<file path="src/rtl/scl_pkg.sv">
`timescale 1ns/1ps
package scl_pkg;

    localparam int FX_W = 32;

    typedef enum logic [2:0] {
        ST_IDLE  = 3'd0,
        ST_CHECK = 3'd1,
        ST_ISSUE = 3'd2,
        ST_WAIT  = 3'd3,
        ST_DONE  = 3'd4
    } scl_state_e;

    // Division order; the vertical factor index is where shrinking is judged.
    localparam logic [2:0] DIV_HFAC  = 3'd0;
    localparam logic [2:0] DIV_VFAC  = 3'd1;
    localparam logic [2:0] DIV_HINIT = 3'd2;
    localparam logic [2:0] DIV_HSTEP = 3'd3;
    localparam logic [2:0] DIV_VINIT = 3'd4;
    localparam logic [2:0] DIV_VSTEP = 3'd5;

    // Reciprocal thresholds in 16.16.
    localparam logic [FX_W-1:0] THR_UNITY = 32'h0001_0000;
    localparam logic [FX_W-1:0] THR_1P5   = 32'h0000_AAAA;
    localparam logic [FX_W-1:0] THR_2P0   = 32'h0000_8000;
    localparam logic [FX_W-1:0] THR_2P75  = 32'h0000_5D17;

    localparam logic [2:0] SET_UP    = 3'd1;
    localparam logic [2:0] SET_DN1P5 = 3'd2;
    localparam logic [2:0] SET_DN2P0 = 3'd3;
    localparam logic [2:0] SET_DN2P75 = 3'd4;
    localparam logic [2:0] SET_DN4P0 = 3'd5;

    function automatic logic [2:0] pick_set(input logic [FX_W-1:0] f);
        if (f >= THR_UNITY)     return SET_UP;
        else if (f >= THR_1P5)  return SET_DN1P5;
        else if (f >= THR_2P0)  return SET_DN2P0;
        else if (f >= THR_2P75) return SET_DN2P75;
        else                    return SET_DN4P0;
    endfunction

endpackage

</file>
<file path="src/rtl/scl_div.sv">
`timescale 1ns/1ps
module scl_div #(
    parameter int DVD_W = 64,
    parameter int DVS_W = 32,
    parameter int Q_W   = 32
) (
    input  logic             clk,
    input  logic             rst_n,
    input  logic             start,
    input  logic [DVD_W-1:0] dividend,
    input  logic [DVS_W-1:0] divisor,
    output logic             done,
    output logic [Q_W-1:0]   quotient
);
    localparam int CNT_W = $clog2(DVD_W + 1);

    logic [DVD_W-1:0] quo_q;
    logic [DVS_W-1:0] rem_q;
    logic [DVS_W-1:0] dvs_q;
    logic [CNT_W-1:0] cnt_q;
    logic [DVS_W:0]   partial;
    logic [DVS_W:0]   diff;

    // The sign of the trial difference decides the quotient bit.
    assign partial  = {rem_q, quo_q[DVD_W-1]};
    assign diff     = partial - {1'b0, dvs_q};
    assign quotient = quo_q[Q_W-1:0];

    always_ff @(posedge clk or negedge rst_n) begin
        if (!rst_n) begin
            quo_q <= '0;
            rem_q <= '0;
            dvs_q <= '0;
            cnt_q <= '0;
            done  <= 1'b0;
        end else begin
            done <= 1'b0;
            if (start) begin
                quo_q <= dividend;
                rem_q <= '0;
                dvs_q <= divisor;
                cnt_q <= CNT_W'(DVD_W);
            end else if (cnt_q != '0) begin
                quo_q <= {quo_q[DVD_W-2:0], ~diff[DVS_W]};
                rem_q <= diff[DVS_W] ? partial[DVS_W-1:0] : diff[DVS_W-1:0];
                cnt_q <= cnt_q - 1'b1;
                if (cnt_q == CNT_W'(1)) done <= 1'b1;
            end
        end
    end

endmodule

</file>
<file path="src/rtl/scl_opnd.sv">
`timescale 1ns/1ps
module scl_opnd
    import scl_pkg::*;
#(
    parameter int DIM_W      = 16,
    parameter int PH_BITS    = 4,
    parameter int STEP_SHIFT = 16
) (
    input  logic [2:0]        sel,
    input  logic [FX_W-1:0]   src_w,
    input  logic [FX_W-1:0]   src_h,
    input  logic [DIM_W-1:0]  dst_w,
    input  logic [DIM_W-1:0]  dst_h,
    output logic [2*FX_W-1:0] dividend,
    output logic [FX_W-1:0]   divisor
);
    localparam int FRAC  = FX_W / 2;
    localparam int INT_W = FX_W - FRAC;
    localparam int DVD_W = 2 * FX_W;

    logic [INT_W-1:0] in_w;
    logic [INT_W-1:0] in_h;

    assign in_w = src_w[FX_W-1:FRAC];
    assign in_h = src_h[FX_W-1:FRAC];

    always_comb begin
        dividend = '0;
        divisor  = '0;
        unique case (sel)
            DIV_HFAC: begin
                dividend = DVD_W'(dst_w) << FX_W;
                divisor  = src_w;
            end
            DIV_VFAC: begin
                dividend = DVD_W'(dst_h) << FX_W;
                divisor  = src_h;
            end
            DIV_HINIT: begin
                dividend = DVD_W'(in_w) << PH_BITS;
                divisor  = FX_W'(dst_w);
            end
            DIV_HSTEP: begin
                dividend = DVD_W'(in_w) << STEP_SHIFT;
                divisor  = FX_W'(dst_w);
            end
            DIV_VINIT: begin
                dividend = DVD_W'(in_h) << PH_BITS;
                divisor  = FX_W'(dst_h);
            end
            DIV_VSTEP: begin
                dividend = DVD_W'(in_h) << STEP_SHIFT;
                divisor  = FX_W'(dst_h);
            end
            default: ;
        endcase
    end

endmodule

</file>
<file path="src/rtl/scl_coef_sel.sv">
`timescale 1ns/1ps
module scl_coef_sel
    import scl_pkg::*;
(
    input  logic [FX_W-1:0] factor,
    output logic [2:0]      set_id
);
    assign set_id = pick_set(factor);
endmodule

</file>
<file path="src/rtl/scl_param_engine.sv">
`timescale 1ns/1ps
module scl_param_engine
    import scl_pkg::*;
#(
    parameter int LAYERS     = 4,
    parameter int DIM_W      = 16,
    parameter int SZ_W       = 13,
    parameter int SZ_V_LSB   = 16,
    parameter int PH_BITS    = 4,
    parameter int STEP_SHIFT = 16
) (
    input  logic              clk,
    input  logic              rst_n,
    input  logic              start,
    input  logic [LAYERS-1:0] layer_mask,
    input  logic [FX_W-1:0]   src_w_fx,
    input  logic [FX_W-1:0]   src_h_fx,
    input  logic [DIM_W-1:0]  dst_w,
    input  logic [DIM_W-1:0]  dst_h,
    output logic              busy,
    output logic              done,
    output logic              err,
    output logic              scale_en,
    output logic [FX_W-1:0]   h_factor,
    output logic [FX_W-1:0]   v_factor,
    output logic [FX_W-1:0]   h_init,
    output logic [FX_W-1:0]   h_step,
    output logic [FX_W-1:0]   v_init,
    output logic [FX_W-1:0]   v_step,
    output logic [2:0]        h_coef,
    output logic [2:0]        v_coef,
    output logic [FX_W-1:0]   in_size,
    output logic [FX_W-1:0]   out_size
);
    localparam int DVD_W = 2 * FX_W;
    localparam int FRAC  = FX_W / 2;

    scl_state_e state_q, state_d;

    logic [LAYERS-1:0] mask_q;
    logic [FX_W-1:0]   src_w_q, src_h_q;
    logic [DIM_W-1:0]  dst_w_q, dst_h_q;
    logic [2:0]        idx_q;
    logic              err_q, scale_q;
    logic [FX_W-1:0]   res_q [6];
    logic [FX_W-1:0]   in_size_q, out_size_q;

    logic              div_start, div_done;
    logic [DVD_W-1:0]  div_dvd;
    logic [FX_W-1:0]   div_dvs, div_quo;
    logic              mask_empty, mask_multi, size_zero, shrink, last_div;

    function automatic logic [FX_W-1:0] pack_size(input logic [DIM_W-1:0] hz,
                                                  input logic [DIM_W-1:0] vt);
        logic [FX_W-1:0] r;
        r = '0;
        r[SZ_W-1:0]            = hz[SZ_W-1:0];
        r[SZ_V_LSB +: SZ_W]    = vt[SZ_W-1:0];
        return r;
    endfunction

    assign mask_empty = (mask_q == '0);
    assign mask_multi = |(mask_q & (mask_q - 1'b1));
    assign size_zero  = (src_w_q == '0) || (src_h_q == '0) ||
                        (dst_w_q == '0) || (dst_h_q == '0);
    assign shrink     = (res_q[DIV_HFAC][FX_W-1:FRAC] == '0) ||
                        (div_quo[FX_W-1:FRAC] == '0);
    assign last_div   = (idx_q == DIV_VSTEP);

    scl_opnd #(
        .DIM_W(DIM_W), .PH_BITS(PH_BITS), .STEP_SHIFT(STEP_SHIFT)
    ) u_opnd (
        .sel(idx_q), .src_w(src_w_q), .src_h(src_h_q),
        .dst_w(dst_w_q), .dst_h(dst_h_q),
        .dividend(div_dvd), .divisor(div_dvs)
    );

    scl_div #(.DVD_W(DVD_W), .DVS_W(FX_W), .Q_W(FX_W)) u_div (
        .clk(clk), .rst_n(rst_n), .start(div_start),
        .dividend(div_dvd), .divisor(div_dvs),
        .done(div_done), .quotient(div_quo)
    );

    logic [FX_W-1:0] axis_fac [2];
    logic [2:0]      axis_set [2];
    assign axis_fac[0] = res_q[DIV_HFAC];
    assign axis_fac[1] = res_q[DIV_VFAC];

    generate
        for (genvar g = 0; g < 2; g++) begin : g_axis
            scl_coef_sel u_sel (.factor(axis_fac[g]), .set_id(axis_set[g]));
        end
    endgenerate

    // State register.
    always_ff @(posedge clk or negedge rst_n) begin
        if (!rst_n) state_q <= ST_IDLE;
        else        state_q <= state_d;
    end

    // Next-state logic.
    always_comb begin
        state_d = state_q;
        unique case (state_q)
            ST_IDLE:  if (start) state_d = ST_CHECK;
            ST_CHECK: state_d = (mask_empty || mask_multi || size_zero) ? ST_DONE : ST_ISSUE;
            ST_ISSUE: state_d = ST_WAIT;
            ST_WAIT:  if (div_done) begin
                          if ((idx_q == DIV_VFAC && shrink) || last_div) state_d = ST_DONE;
                          else                                          state_d = ST_ISSUE;
                      end
            ST_DONE:  state_d = ST_IDLE;
            default:  state_d = ST_IDLE;
        endcase
    end

    // Control outputs decoded from state.
    always_comb begin
        busy      = (state_q != ST_IDLE);
        done      = (state_q == ST_DONE);
        div_start = (state_q == ST_ISSUE);
    end

    // Datapath registers.
    always_ff @(posedge clk or negedge rst_n) begin
        if (!rst_n) begin
            mask_q     <= '0;
            src_w_q    <= '0;
            src_h_q    <= '0;
            dst_w_q    <= '0;
            dst_h_q    <= '0;
            idx_q      <= DIV_HFAC;
            err_q      <= 1'b0;
            scale_q    <= 1'b0;
            in_size_q  <= '0;
            out_size_q <= '0;
            for (int i = 0; i < 6; i++) res_q[i] <= '0;
        end else begin
            unique case (state_q)
                ST_IDLE: if (start) begin
                    mask_q  <= layer_mask;
                    src_w_q <= src_w_fx;
                    src_h_q <= src_h_fx;
                    dst_w_q <= dst_w;
                    dst_h_q <= dst_h;
                    err_q   <= 1'b0;
                    scale_q <= 1'b0;
                end
                ST_CHECK: begin
                    idx_q <= DIV_HFAC;
                    if (!mask_empty) begin
                        if (mask_multi || size_zero) begin
                            err_q <= 1'b1;
                        end else begin
                            in_size_q  <= pack_size(src_w_q[FX_W-1:FRAC], src_h_q[FX_W-1:FRAC]);
                            out_size_q <= pack_size(dst_w_q, dst_h_q);
                        end
                    end
                end
                ST_WAIT: if (div_done) begin
                    case (idx_q)
                        DIV_HINIT, DIV_VINIT: res_q[idx_q] <= (div_quo + FX_W'(1)) >> 1;
                        default:              res_q[idx_q] <= div_quo;
                    endcase
                    if (idx_q == DIV_VFAC && shrink) err_q   <= 1'b1;
                    else if (last_div)               scale_q <= 1'b1;
                    idx_q <= idx_q + 3'd1;
                end
                default: ;
            endcase
        end
    end

    assign err      = err_q;
    assign scale_en = scale_q;
    assign h_factor = res_q[DIV_HFAC];
    assign v_factor = res_q[DIV_VFAC];
    assign h_init   = res_q[DIV_HINIT];
    assign h_step   = res_q[DIV_HSTEP];
    assign v_init   = res_q[DIV_VINIT];
    assign v_step   = res_q[DIV_VSTEP];
    assign h_coef   = axis_set[0];
    assign v_coef   = axis_set[1];
    assign in_size  = in_size_q;
    assign out_size = out_size_q;

endmodule

</file>
<file path="config.mk">
export PLATFORM = sky130hd
export DESIGN_NAME = scl_param_engine
export DESIGN_NICKNAME = d
export VERILOG_FILES = /design/src/rtl/scl_pkg.sv /design/src/rtl/scl_div.sv /design/src/rtl/scl_opnd.sv /design/src/rtl/scl_coef_sel.sv /design/src/rtl/scl_param_engine.sv
export SDC_FILE = /design/constraint.sdc
export NUM_CORES = 1
export LEC_CHECK = 0
export BUFFER_PORTS_ARGS = -buffer_cell sky130_fd_sc_hd__buf_2
export CAP_MARGIN = 5
export CORE_ASPECT_RATIO = 2
export CORE_MARGIN = 5
export CORE_UTILIZATION = 57
export CTS_CLUSTER_SIZE = 40
export DETAILED_ROUTE_END_ITERATION = 10
export PLACE_DENSITY = 0.8
export SYNTH_ARGS = -nofsm -noshare
export SYNTH_HDL_FRONTEND = slang
export SYNTH_SLANG_ARGS = --single-unit
export TNS_END_PERCENT = 5
</file>
<file path="constraint.sdc">
create_clock -name clk -period 4.2 [get_ports clk]
set_input_delay 0.42 -clock clk [delete_from_list [all_inputs] [get_ports clk]]
set_output_delay 0.42 -clock clk [all_outputs]
set_load 0.01 [all_outputs]
</file>
==> metrics.txt, run 1 <==
critical path peak fanout 16; Final Max Tran Viols 0; RSZ-0062 raised after global routing no; Finished Layout Cells 3,015; area post-placement 25,200 um2; critical path startpoint category flip-flop; Crit path arrival time 4.34 ns; #FFs+latches synth 488; Final period util 92.1%; Core Area 40,100 um2; vias in the first global route 19,100; I/O pins 369; vias 18,800; clk_lat worst skew 0.57 ns; most common cell in the netlist dfrtp_1; Post-route DRC 0; Die Width 152 um; P&R area growth vs syn 15.7%; Final nets 2,595; pwr dens 340 nW/um2; root buf cell clkbuf_16; most used flip-flop cell after synthesis dfrtp_1; Crit path max-delay family compound AO/OA/AOI/OAI gates; gr usage total 30.2%; Initial Utilization 57.3%; largest net degree at the start of global routing 116; Mapped Area 23,000 um2; total power 9.03 mW; syn_area_per_cell 10.6 um2; Crit Path Category flip-flop to flip-flop; placed cell count 2,936; Comb power frac 2.9%; final setup fails 0; max-cap violations 0; # port buffers 356; Seq pwr share 53.6%; leakage 13.2 nW; wire per inst 22.9 um; distinct cell type count after synthesis 66; Final Skew 0.0239 ns; fmax 259 MHz; First-pass DRT Iterations 8; fin worst setup slack 0.334 ns; Fin Hold WS 0.0745 ns; htree depth 2; Setup crit end kind flip-flop; synth top area cells dfrtp_1, mux2_2, o21ai_0; detailed-route wire length 68.9 mm; post-synthesis sequential area ratio 53.2%; crit-path max cell delay 0.44 ns; Clock Sinks 488; net switching power 1.99 mW; DPL Wire Length 50.5 mm; CP required 4.67 ns; CTS tree built; design area 26,600 um2; Placement Setup Slack 0.364 ns; status completed; Clock transition at path regs 0.07 ns; max_slew headroom 21.6%; Synth Warn # 0; most instantiated cells after synthesis dfrtp_1, o21ai_0, nand2_1; die height 294 um; Post-synth ARST share 100%; largest area contributor in the netlist dfrtp_1; hold crit path type input port to flip-flop; Core Util, Final 66.3%; GP Congestion 0.948; worst-margin pin slew 1.17 ns; total grt overflow 0; CTS max path bufs 3; initial antenna violation count 8; ANT nets after route 0; switching share of power 22.1%; Num CTS Buffers 41; initial drt markers 1,263; crit path cell chain inv_1 > ha_1 > inv_1 > fa_1 > a211oi_1 > o211ai_1 > nand3_1 > a2111oi_2 > a211oi_2 > a21o_1 > xor2_2 > buf_4 > nor3_1 > nor3_1; VDD IR max 394 uV; postcts setup bufs 0; clock power share 43.5%; Post-synth EDFFs 0; fin crit period 3.87 ns; mean number of vias per cell 6.23; Pint 7.04 mW; top-area cell type share of the netlist area 53.2%; setup tns final 0 ns; Fin. Hold Viols 0; # rows 104; CP bufs+invs 3; share of post-route cells with drive strength above 1 28.6%; Post-Syn Instances 2,165; DIE AREA 44,700 um2; crit path max-delay cell type a211oi_1; global-route wire length before repair 107 mm
[cell type report]
cell class | count | area (um2)
clock buffers | 63 | 1250
multi-input cells | 1475 | 9990
repair buffers | 393 | 2150
diodes | 6 | 15.0
fillers | 3101 | 13500
flip-flops and latches | 488 | 12200
inverters | 51 | 191
well taps | 530 | 663
clock inverters | 9 | 121
[timing repair]
item,4_1_cts,5_1_grt
hold endpoints to repair,89,0
hold buffers,1,0
gates resized for setup,0,0
setup endpoints to repair,0,0
[metal layers]
layer / vias up / global-route usage [%] / wire (um)
met5: - / 0 / 24
met4: 4 / 22.2 / 5860
met3: 297 / 5.03 / 4110
met2: 891 / 54.7 / 36100
met1: 9209 / 31.1 / 22800
li1: 8381 / - / -
[cell families after synthesis]
family          after synthesis  share of synthesized area (%)
simple gates                475                           9.38
mux                         250                           12.1
flops                       488                           53.2
compound gates              658                           17.6
buf+inv                     213                           3.83
fa+ha+maj                    43                           2.36
other cells                   1                         0.0163
xor+xnor                     37                           1.52
[path summary, 6_finish.rpt]
check	from	end	slack, ns	cells after the start
worst max-delay path	u_div.quo_q[63]	u_div.rem_q[20]	0.33	14
worst min register to register	v_step[20]	v_step[20]	0.48	2
worst min-delay path	src_h_fx[6]	src_h_q[6]	0.07	2
min in group asynchronous	rst_n	v_step[19]	0.47	2
max in group asynchronous	rst_n	h_init[25]	2.61	3
worst max register to register	u_div.quo_q[63]	u_div.rem_q[20]	0.33	14
[cell usage in the layout, fill, tap and decap left out, types with 16 or more instances in the layout]
cell type  netlist  routed
o31ai_1         16      16
a21oi_1        107     107
buf_4           15      30
a22o_1          20      20
nand2_1        235     229
a221oi_1        24      24
a21o_1          17      17
dfrtp_1        488     488
o21a_1          50      50
buf_2            8     355
inv_1           51      51
nand4_1         23      23
o22ai_1         37      37
xnor2_1         23      23
nor3_1          26      25
clkbuf_16        0      42
a31oi_1         16      16
ha_1            41      41
nor2_1          72      69
nor4_1          39      39
mux2_2         231     231
a22oi_1         57      57
mux2i_1         19      19
nand3_1         27      27
o21ai_0        265     264
[power by group through the flow]
stage | Combinational [mW] | Clock, mW | Sequential [mW]
after global placement | 0.256 | 0 | 4.92
after global routing | 0.294 | 4.16 | 4.84
after CTS | 0.266 | 3.97 | 4.84
after floorplan | 0.0922 | 0 | 4.88
after detailed placement | 0.263 | 0 | 4.92
final | 0.261 | 3.93 | 4.84
[sequential cells by signal, summed over array words and instances (netlist names)]
register and cells:
err 1, u_div.cnt_q 7, u_div.quo_q 64, dst_w_q 16, state_q 3, u_div.dvs_q 32
in_size 26, scale_en 1, v_step 32, v_init 32, h_step 32, src_h_q 32
h_factor 32, u_div.done 1, out_size 26, v_factor 32, src_w_q 32, idx_q 3
u_div.rem_q 32, mask_q 4, h_init 32, dst_h_q 16
Power figures use the tool's default switching activity.
==> run 2, diff against run 1 <==
==> constraint.sdc (replaced) <==
create_clock -name clk -period 3.97 [get_ports clk]
set_input_delay 0.397 -clock clk [delete_from_list [all_inputs] [get_ports clk]]
set_output_delay 0.397 -clock clk [all_outputs]
set_load 0.01 [all_outputs]
==> metrics.txt, run 2 (same netlist as run 1, synthesis figures left out) <==
status completed; max_slew headroom 26.5% (+4.8 points); CTS max path bufs 3 (unchanged); hold path startpoint dst_h[13]; Core Area 40,100 um2 (unchanged); vias 18,900 (+0.42%); Largest Register u_div.quo_q; pwr dens 362 nW/um2 (+6.7%); VDD IR max 400 uV (+1.5%); worst-margin pin slew 1.10 ns (-0.0724 ns); fmax 266 MHz (+2.8%); Final Skew 0.0174 ns (-0.00653 ns); crit path cell chain inv_1 > ha_1 > inv_1 > fa_1 > a211oi_1 > o211ai_1 > nand3_1 > a2111oi_2 > a211oi_2 > a21o_2 > xor2_2 > buf_4 > a21oi_1 > a21oi_1; multi-input combinational cell area 10,000 um2 (+0.17%); mean number of vias per cell 6.24 (+0.18%); CTS tree built; P&R area growth vs syn 16.3%; leakage 13.2 nW (+0.33%); met1 WL 22.7 mm (-0.40%); root buf cell clkbuf_16; Reg2Reg Setup Slack 0.21 ns (-0.13 ns); Final Max Tran Viols 0 (unchanged); WL met3 4.56 mm (+11%); final setup fails 0 (unchanged); commonest non-fill, non-tap cells in the layout dfrtp_1, buf_2, o21ai_0; RSZ-0062 raised after global routing no; critical path startpoint category flip-flop; Clock transition at path regs 0.07 ns (about the same); fin worst setup slack 0.208 ns (-0.126 ns); Worst R2R End u_div.rem_q[30]; Crit Path Category flip-flop to flip-flop; First-pass DRT Iterations 6 (-2); most common cell after layout, fill and taps aside dfrtp_1; CP bufs+invs 3 (unchanged); fillers 3,076 (-0.81%); crit path max-delay cell type a211oi_1; Reg area 12,200 um2 (unchanged); max-cap violations 0 (unchanged); initial drt markers 1,367 (+8.2%); Post-route DRC 0 (unchanged); detailed-route wire length 70.1 mm (+1.8%); CP Launch Point u_div.quo_q[63]; max reg flops 64 (unchanged); Crit path max-delay family compound AO/OA/AOI/OAI gates; total grt overflow 0 (unchanged); ANT nets after route 0 (unchanged); # rows 104 (unchanged); GP Congestion 0.974 (+2.7%); hold crit path type input port to flip-flop; Initial Utilization 57.3% (unchanged); crit-path max cell delay 0.44 ns (about the same); htree depth 2 (unchanged); DPL Wire Length 50.8 mm (+0.62%); hold path endpoint dst_h_q[13]; share of post-route cells with drive strength above 1 29.0% (+0.39 points); DIE AREA 44,700 um2 (unchanged); Clock Sinks 488 (unchanged); CP required 4.46 ns (-0.21 ns); uppermost layer routed met5; I/O pins 369 (unchanged); gr usage total 30.7% (+0.55 points); die height 294 um (unchanged); fin crit period 3.76 ns (-0.104 ns); Worst Hold Path Cells 2 (unchanged); Die Width 152 um (unchanged); worst r2r src u_div.quo_q[63]; Final period util 94.8% (+2.7 points); Num CTS Buffers 42 (+2.4%); Fin. Hold Viols 0 (unchanged); clk_lat worst skew 0.57 ns (about the same); largest net degree at the start of global routing 110 (-5.2%); vias in the first global route 18,900 (-1.2%); Setup crit end kind flip-flop; critical path peak fanout 13 (-3); Crit path arrival time 4.25 ns (-0.09 ns); Final nets 2,600 (+0.19%); met2 wire len 37.2 mm (+3.2%); global-route wire length before repair 109 mm (+1.3%); setup tns final 0 ns (unchanged); Placement Setup Slack 0.139 ns (-0.225 ns); cells on worst reg2reg path 14 (unchanged); initial antenna violation count 6 (-2); wire per inst 23.2 um (+1.5%); # port buffers 356 (unchanged)
==> run 2: through the flow <==
step | util [%] | std cells | instance area (um2) | hold slack (ns) | total power [mW]
after detailed placement | 63.0 | 2939 | 25200 | 0.466 | 5.49
after global placement | 63.0 | 2939 | 25200 | 0.456 | 5.48
after global routing | 66.7 | 3021 | 26700 | 0.0491 | 9.97
after CTS | 66.6 | 3016 | 26700 | 0.0480 | 9.72
after floorplan | - | 2176 | 23000 | 0.101 | 5.26
final | 66.7 | 3022 | 26700 | 0.0608 | 9.68
==> run 2: layout make-up <==
type | instances | area share, %
well taps | 530 | 2.48
multi-input cells | 1476 | 37.5
inverters | 51 | 0.717
repair buffers | 396 | 8.21
clock buffers | 59 | 4.59
flip-flops and latches | 488 | 45.7
diodes | 5 | 0.0468
clock inverters | 17 | 0.791
==> run 2: layer usage <==
metal  up-vias  global-route usage, %
met3       288                   5.65
met5         -                      0
met1      9229                   32.3
met2       943                   55.7
met4         4                   20.5
li1       8396                      -
==> run 2: how the worst max path moves through the flow <==
stage,to,slack (ns),cells after the start
after global routing,u_div.rem_q[30],0.02,14
after floorplan,u_div.rem_q[22],0.88,15
after CTS,u_div.rem_q[2],0.11,13
after global placement,u_div.rem_q[23],0.26,13
after detailed placement,u_div.rem_q[23],0.14,12
final,u_div.rem_q[30],0.21,14
==> run 2: power by group <==
group | internal [mW] | leakage (nW) | switching [mW]
combinational | 0.113 | 5.83 | 0.169
clock | 2.38 | 0.698 | 1.89
sequential | 5.02 | 6.70 | 0.104
total | 7.51 | 13.2 | 2.17
==> run 2: timing repair <==
action,4_1_cts,5_1_grt
buffers inserted,0,0
setup endpoints to repair,0,19
hold endpoints to repair,103,0
gates resized for setup,0,1
hold buffers,1,0
